### config.mk
export PLATFORM = sky130hd
export DESIGN_NAME = nic_cfg_regs
export DESIGN_NICKNAME = d
export VERILOG_FILES = /design/src/rtl/nic_cfg_pkg.sv /design/src/rtl/cfg_ctl_reg.sv /design/src/rtl/cfg_cap_gen.sv /design/src/rtl/cfg_rd_mux.sv /design/src/rtl/nic_cfg_regs.sv
export SDC_FILE = /design/constraint.sdc
export NUM_CORES = 1
export LEC_CHECK = 0
export ABC_AREA = 1
export BUFFER_PORTS_ARGS = -buffer_cell sky130_fd_sc_hd__buf_2
export CELL_PAD_IN_SITES_DETAIL_PLACEMENT = 1
export CELL_PAD_IN_SITES_GLOBAL_PLACEMENT = 2
export CORE_MARGIN = 2
export CORE_UTILIZATION = 15
export DETAILED_ROUTE_END_ITERATION = 6
export GPL_ROUTABILITY_DRIVEN = 1
export GPL_TIMING_DRIVEN = 0
export PLACE_DENSITY = 0.83
export SKIP_CTS_REPAIR_TIMING = 1
export SLEW_MARGIN = 20
export SYNTH_ARGS = -nofsm -noshare
export SYNTH_HDL_FRONTEND = slang
export SYNTH_SLANG_ARGS = --single-unit
### constraint.sdc
create_clock -name clk_i -period 1.15 [get_ports clk_i]
set_clock_uncertainty 0.15 [all_clocks]
set_input_delay 0.23 -clock clk_i [delete_from_list [all_inputs] [get_ports clk_i]]
set_output_delay 0.23 -clock clk_i [all_outputs]
set_load 0.01 [all_outputs]
### src/rtl/nic_cfg_pkg.sv
package nic_cfg_pkg;
  localparam int DATA_W = 8;
  localparam int BIT_PM   = 0;
  localparam int BIT_VPD  = 1;
  localparam int BIT_IO   = 2;
  localparam int BIT_MEM  = 3;
  localparam int BIT_DRV  = 4;
  localparam int BIT_WAKE = 5;
  localparam int BIT_LED  = 6;
  localparam int LED_W    = 2;
  localparam logic [DATA_W-1:0] MODE_FIXED = 8'h02;

  typedef struct packed {
    logic [LED_W-1:0] led;
    logic             wake;
    logic             drv;
    logic             vpd;
    logic             pm;
  } ctl_state_t;
endpackage

### src/rtl/cfg_ctl_reg.sv
module cfg_ctl_reg
  import nic_cfg_pkg::*;
#(
  parameter int ADDR_W = 8,
  parameter logic [ADDR_W-1:0] CTL_ADDR = 8'h11
) (
  input  logic              clk_i,
  input  logic              rst_ni,
  input  logic              wr_en_i,
  input  logic [ADDR_W-1:0] addr_i,
  input  logic [DATA_W-1:0] wdata_i,
  input  logic              cmd_en_wr_i,
  input  logic [1:0]        eem_i,
  input  logic              ee_load_i,
  input  logic [LED_W-1:0]  ee_led_i,
  output ctl_state_t        state_o
);
  ctl_state_t q, d;
  logic sel_wr, pm_unlock;
  logic unused_wbits;

  assign sel_wr       = wr_en_i && (addr_i == CTL_ADDR);
  assign pm_unlock    = (eem_i == 2'b11);
  assign unused_wbits = ^{wdata_i[BIT_IO], wdata_i[BIT_MEM]};

  always_comb begin
    d = q;
    if (sel_wr) begin
      d.vpd  = wdata_i[BIT_VPD];
      d.drv  = wdata_i[BIT_DRV];
      d.wake = wdata_i[BIT_WAKE];
      d.led  = wdata_i[BIT_LED +: LED_W];
      if (pm_unlock) d.pm = wdata_i[BIT_PM];
    end
    if (cmd_en_wr_i) d.drv = 1'b0;   // hardware clear wins
    if (ee_load_i)   d.led = ee_led_i; // preload wins
  end

  always_ff @(posedge clk_i or negedge rst_ni) begin
    if (!rst_ni) q <= '0;
    else         q <= d;
  end

  assign state_o = q;

  assert_drv_clear_R3: assert property (@(posedge clk_i) disable iff (!rst_ni)
    cmd_en_wr_i |=> !state_o.drv);
  assert_drv_wr_R2: assert property (@(posedge clk_i) disable iff (!rst_ni)
    (wr_en_i && addr_i == CTL_ADDR && !cmd_en_wr_i) |=> state_o.drv == $past(wdata_i[BIT_DRV]));
  assert_pm_gate_R4: assert property (@(posedge clk_i) disable iff (!rst_ni)
    (eem_i != 2'b11) |=> $stable(state_o.pm));
  assert_led_load_R9: assert property (@(posedge clk_i) disable iff (!rst_ni)
    ee_load_i |=> state_o.led == $past(ee_led_i));
endmodule

### src/rtl/cfg_cap_gen.sv
module cfg_cap_gen #(
  parameter logic [7:0] CAP_PTR = 8'h50,
  parameter logic [7:0] CAP_ID  = 8'h01
) (
  input  logic       pm_en_i,
  output logic       new_cap_o,
  output logic [7:0] cap_ptr_o,
  output logic [7:0] cap_id_o,
  output logic [7:0] next_ptr_o,
  output logic       pm_valid_o
);
  always_comb begin
    new_cap_o  = pm_en_i;
    pm_valid_o = pm_en_i;
    cap_ptr_o  = pm_en_i ? CAP_PTR : 8'h00;
    cap_id_o   = pm_en_i ? CAP_ID  : 8'h00;
    next_ptr_o = 8'h00; // single capability in list
  end
endmodule

### src/rtl/cfg_rd_mux.sv
module cfg_rd_mux
  import nic_cfg_pkg::*;
#(
  parameter int ADDR_W = 8,
  parameter logic [ADDR_W-1:0] CTL_ADDR  = 8'h11,
  parameter logic [ADDR_W-1:0] MODE_ADDR = 8'h10
) (
  input  logic [ADDR_W-1:0] addr_i,
  input  ctl_state_t        state_i,
  input  logic              io_map_i,
  input  logic              mem_map_i,
  output logic [DATA_W-1:0] rdata_o
);
  logic [DATA_W-1:0] ctl_byte;

  always_comb begin
    ctl_byte                   = '0;
    ctl_byte[BIT_PM]           = state_i.pm;
    ctl_byte[BIT_VPD]          = state_i.vpd;
    ctl_byte[BIT_IO]           = io_map_i;
    ctl_byte[BIT_MEM]          = mem_map_i;
    ctl_byte[BIT_DRV]          = state_i.drv;
    ctl_byte[BIT_WAKE]         = state_i.wake;
    ctl_byte[BIT_LED +: LED_W] = state_i.led;
  end

  always_comb begin
    if (addr_i == CTL_ADDR)       rdata_o = ctl_byte;
    else if (addr_i == MODE_ADDR) rdata_o = MODE_FIXED;
    else                          rdata_o = '0;
  end
endmodule

### src/rtl/nic_cfg_regs.sv
module nic_cfg_regs
  import nic_cfg_pkg::*;
#(
  parameter int ADDR_W = 8,
  parameter logic [ADDR_W-1:0] CTL_ADDR  = 8'h11,
  parameter logic [ADDR_W-1:0] MODE_ADDR = 8'h10,
  parameter logic [7:0] CAP_PTR = 8'h50,
  parameter logic [7:0] CAP_ID  = 8'h01
) (
  input  logic              clk_i,
  input  logic              rst_ni,
  input  logic              wr_en_i,
  input  logic [ADDR_W-1:0] addr_i,
  input  logic [7:0]        wdata_i,
  output logic [7:0]        rdata_o,
  input  logic              cmd_en_wr_i,
  input  logic [1:0]        eem_i,
  input  logic              ee_load_i,
  input  logic [1:0]        ee_led_i,
  input  logic              io_map_i,
  input  logic              mem_map_i,
  output logic              new_cap_o,
  output logic [7:0]        cap_ptr_o,
  output logic [7:0]        cap_id_o,
  output logic [7:0]        next_ptr_o,
  output logic              pm_valid_o,
  output logic [1:0]        led_sel_o,
  output logic              wake_act_o,
  output logic              vpd_en_o
);
  ctl_state_t st;

  cfg_ctl_reg #(.ADDR_W(ADDR_W), .CTL_ADDR(CTL_ADDR)) u_ctl (
    .clk_i, .rst_ni, .wr_en_i, .addr_i, .wdata_i, .cmd_en_wr_i,
    .eem_i, .ee_load_i, .ee_led_i, .state_o(st)
  );

  cfg_cap_gen #(.CAP_PTR(CAP_PTR), .CAP_ID(CAP_ID)) u_cap (
    .pm_en_i(st.pm), .new_cap_o, .cap_ptr_o, .cap_id_o, .next_ptr_o, .pm_valid_o
  );

  cfg_rd_mux #(.ADDR_W(ADDR_W), .CTL_ADDR(CTL_ADDR), .MODE_ADDR(MODE_ADDR)) u_rd (
    .addr_i, .state_i(st), .io_map_i, .mem_map_i, .rdata_o
  );

  assign led_sel_o  = st.led;
  assign wake_act_o = st.wake;
  assign vpd_en_o   = st.vpd;

  assert_cap_on_R5: assert property (@(posedge clk_i) disable iff (!rst_ni)
    st.pm |-> (new_cap_o && pm_valid_o && cap_ptr_o == CAP_PTR && cap_id_o == CAP_ID && next_ptr_o == 8'h00));
  assert_cap_off_R6: assert property (@(posedge clk_i) disable iff (!rst_ni)
    !st.pm |-> (!new_cap_o && !pm_valid_o && cap_ptr_o == 8'h00 && cap_id_o == 8'h00 && next_ptr_o == 8'h00));
  assert_mode_fixed_R7: assert property (@(posedge clk_i) disable iff (!rst_ni)
    (addr_i == MODE_ADDR) |-> rdata_o == 8'h02);
endmodule

# Yosys cells after proc, flatten, opt, wreduce, memory -nomap -nowiden
# Cells that the tools add are included.
# classes
n_eq_ne	3
mux	8
n_reduce_logical	4
# op_table
op	count
$eq A8 B5 Y1 const B	2
$mux W8	1
$mux W7	1
$mux W6	1
$mux W2	2
$reduce_bool A2 Y1	2
$mux W1	3
$eq A2 B2 Y1 const B	1
$reduce_and A2 Y1	1
$logic_and A1 B1 Y1	1
# totals
reg_bits	6
input_bits	27
out_inout_bits	38
wordCells	20

# Logic depth before layout (Yosys ltp)
# logic_depth
ltp_word	4
mapped_depth	7
depth_no_buf	7

# Hierarchy
# From an unflattened synthesis, not the netlist that was laid out.
# unflattened
hier_cells	115
area_unflattened_um2	764.5
# by_module_without_submodules
module	instances	cells_per_inst	area_each_um2	seq_area_each_um2
cfg_ctl_reg	1	56	397.9	150.1
cfg_cap_gen	1	27	198.9	0.0
cfg_rd_mux	1	32	167.7	0.0

# Worst setup path after synthesis
# Ideal clock, no wire load.
# synth_timing
path_kind	input to output
startpoint	in addr_i[1]
endpoint	out rdata_o[1]
arrival_time_ns	0.902
t_required_ns	0.770
slack_ns	-0.132
stages	5
path_buffers	0
path_cell_list	inv_1 > nand2_1 > nor2_2 > nand2_4 > o21ai_0
# synth_via
elab_chain_len	3
elab_cells_between_ends	4
# synth_rtl
element	line	rtl
start: declaration	nic_cfg_regs.sv:13	input logic [ADDR_W-1:0] addr_i,
$eq A8 B5 Y1	cfg_rd_mux.sv:29	else if (addr_i == MODE_ADDR) rdata_o = MODE_FIXED;
$mux W2	cfg_rd_mux.sv:29	
$mux W8 (*)	cfg_rd_mux.sv:28	if (addr_i == CTL_ADDR) rdata_o = ctl_byte;
end: declaration	nic_cfg_regs.sv:15	output logic [7:0] rdata_o,
# Mark *: on every way between the ends. The rest lies on a longest branch, timed or not.

# Final worst setup path
# layout_timing
startpoint	in addr_i[7]
endpoint	out rdata_o[1]
# The elaborated chain is that of the path after synthesis.

==> impl_metrics.ini <==
[status]
status = complete, but fails checks
violations = negative setup slack

[drt]
drt-initial-drc-count = 15
drtAntennaViolNets = 0
drc = 0
totalWireLength_mm = 2.02
wl_per_cell_um = 9.04
first_pass_iters = 2
vias = 763
avgViaCountPerCell = 3.42

[timing]
timing.final.ws_setup_ns = -0.194
setup_viol = 15
period_share = 1.17
rsz0062_at_grt = true
fmax_ghz = 0.744
slew_viol_final = 0
final.min_clock_period_ns = 1.34
setup_tns_ns = -2.13
hold_viol_final = 0

[pwr]
peakVddDrop_mv = 0.242
power.density_mw_per_mm2 = 675
p_total_uw = 825
p_leak_uw = 0.000752

[global_routing]
busiest_layer = met2
grt_util_met1 = 0.0888
grt_overflow = 0
grt_pass1_wl_mm = 2.82
met2_usage = 0.108
grt_pass1_vias = 687
grt_max_degree = 10
antenna_found_initial = 0
track_usage = 0.0720
use_met3 = 0.0317

[setup_path]
cp-end-kind = primary output
critPathLaunch = addr_i[7]
critPathKind = input port to primary output
arrival_ns = 0.96
critPathRequiredTime_ns = 0.77
reg2reg_from = u_ctl.state_o[5]
crit_path_start_kind = input port
cp_max_fo = 5

[die]
die_w_um = 70.1
initial_core_util = 0.153
core-area_mm2 = 0.00426
die_area_mm2 = 0.00491
die_y_um = 70.1
num_rows = 24
pin_count = 65

[clock_network]
clk_pin_slew_worst_paths_ns = 0.04
clock-sinks = 6
htreeDepth = 1
clockBufferDepth = 2
cts_buffers = 3
clk_latency_ns = 0.22
cts-root-buf = clkbuf_8
cts_tree = built

[min_path]
hp-start = wdata_i[1]
hp-class = input port to register

[placed_design]
hpwl_mm = 1.55
io_buffer_count = 41
dp_slack_ns = -0.295
place.gp.congestion = 0.705
post-place-cells = 213

[finish]
largest_reg_flops = 6
finalNonFillerCells = 223
nets = 200
drive_above_1_share = 0.556
n_antenna_cell = 0
syn_to_final_growth_pct = 86.6

[synthesis]
synth_cell_types = 13
yosysSeqAreaShare = 0.229
synth-seq-cells = 6
syn_inst = 100
synth_area_um2 = 654
yosysWarnings = 0
avgSynthCellArea_um2 = 6.54

[flow_run]
cap_violations = 0
## final cells by class
type | instances | area, µm²
fill | 537 | 3040
multi-input combinational | 68 | 342
timing repair buffer | 47 | 322
buffer | 27 | 225
sequential | 6 | 151
inverter | 20 | 75.1
tap | 52 | 65.1
clock buffer | 3 | 41.3
## layout by cell type, fill, tap and decap left out, drive strengths merged
cell	instances
buf	73
conb	21
inv	20
nor2	15
nand2	15
nand3	13
dfrtp	6
clkbuf	3
o21ai	3
nor3	1
dlygate4sd3	1
## routing by layer
metal / vias to the layer above / routed length (µm) / part of all wire
li1: 392 / - / -
met1: 328 / 785 / 0.39
met2: 38 / 987 / 0.49
met3: 5 / 215 / 0.11
met4: 0 / 27 / 0.013
met5: - / 0 / 0
## cells by family after synthesis
kind of cell,count (synthesis),share of synthesized area
other cells,1,0.00573
simple gates,43,0.317
flops,6,0.229
compound gates,3,0.0229
buf+inv,47,0.424
## synth_stat cells
library cell | count | area [µm²]
nor2_1 | 12 | 45.0
nand2_1 | 13 | 48.8
nor3_1 | 1 | 5.00
nand2_4 | 1 | 11.3
nor2_8 | 1 | 20.0
o21ai_0 | 3 | 15.0
inv_2 | 1 | 3.75
nand3_1 | 13 | 65.1
nor2_2 | 2 | 12.5
buf_4 | 27 | 203
inv_1 | 19 | 71.3
conb_1 | 1 | 3.75
dfrtp_1 | 6 | 150
## path summary, 6_finish.rpt
| path | to | slack (ns) | cells after the start |
|---|---|---|---|
| max in group asynchronous | u_ctl.state_o[0] | 0.47 | 2 |
| min reg2reg | u_ctl.state_o[2] | 0.36 | 2 |
| min in group asynchronous | u_ctl.state_o[1] | 0.21 | 2 |
| min | u_ctl.state_o[1] | 0.07 | 3 |
| max | rdata_o[1] | -0.19 | 7 |
| max reg2reg | u_ctl.state_o[5] | 0.20 | 3 |
## critical path, cell delays in order
cell     delay [ns]
buf_6          0.09
inv_2          0.04
nand2_2        0.06
nor2_4         0.18
nand2_4        0.09
o21ai_2        0.13
buf_2          0.14
## report_power, final
group / switching, µW / internal (µW)
logic: 123 / 150
clock network: 90.4 / 225
registers: 11.3 / 225
## through the flow
step                cell area, µm²   util  hold WS (ns)
floorplan                      733      -        -0.216
global route                  1220  0.286        0.0818
detailed placement            1000  0.235       -0.0877
global placement              1000  0.235       -0.0886
finish                        1220  0.286        0.0690
CTS                           1040  0.245        -0.328
No activity file was read; power rests on OpenSTA's default activity.
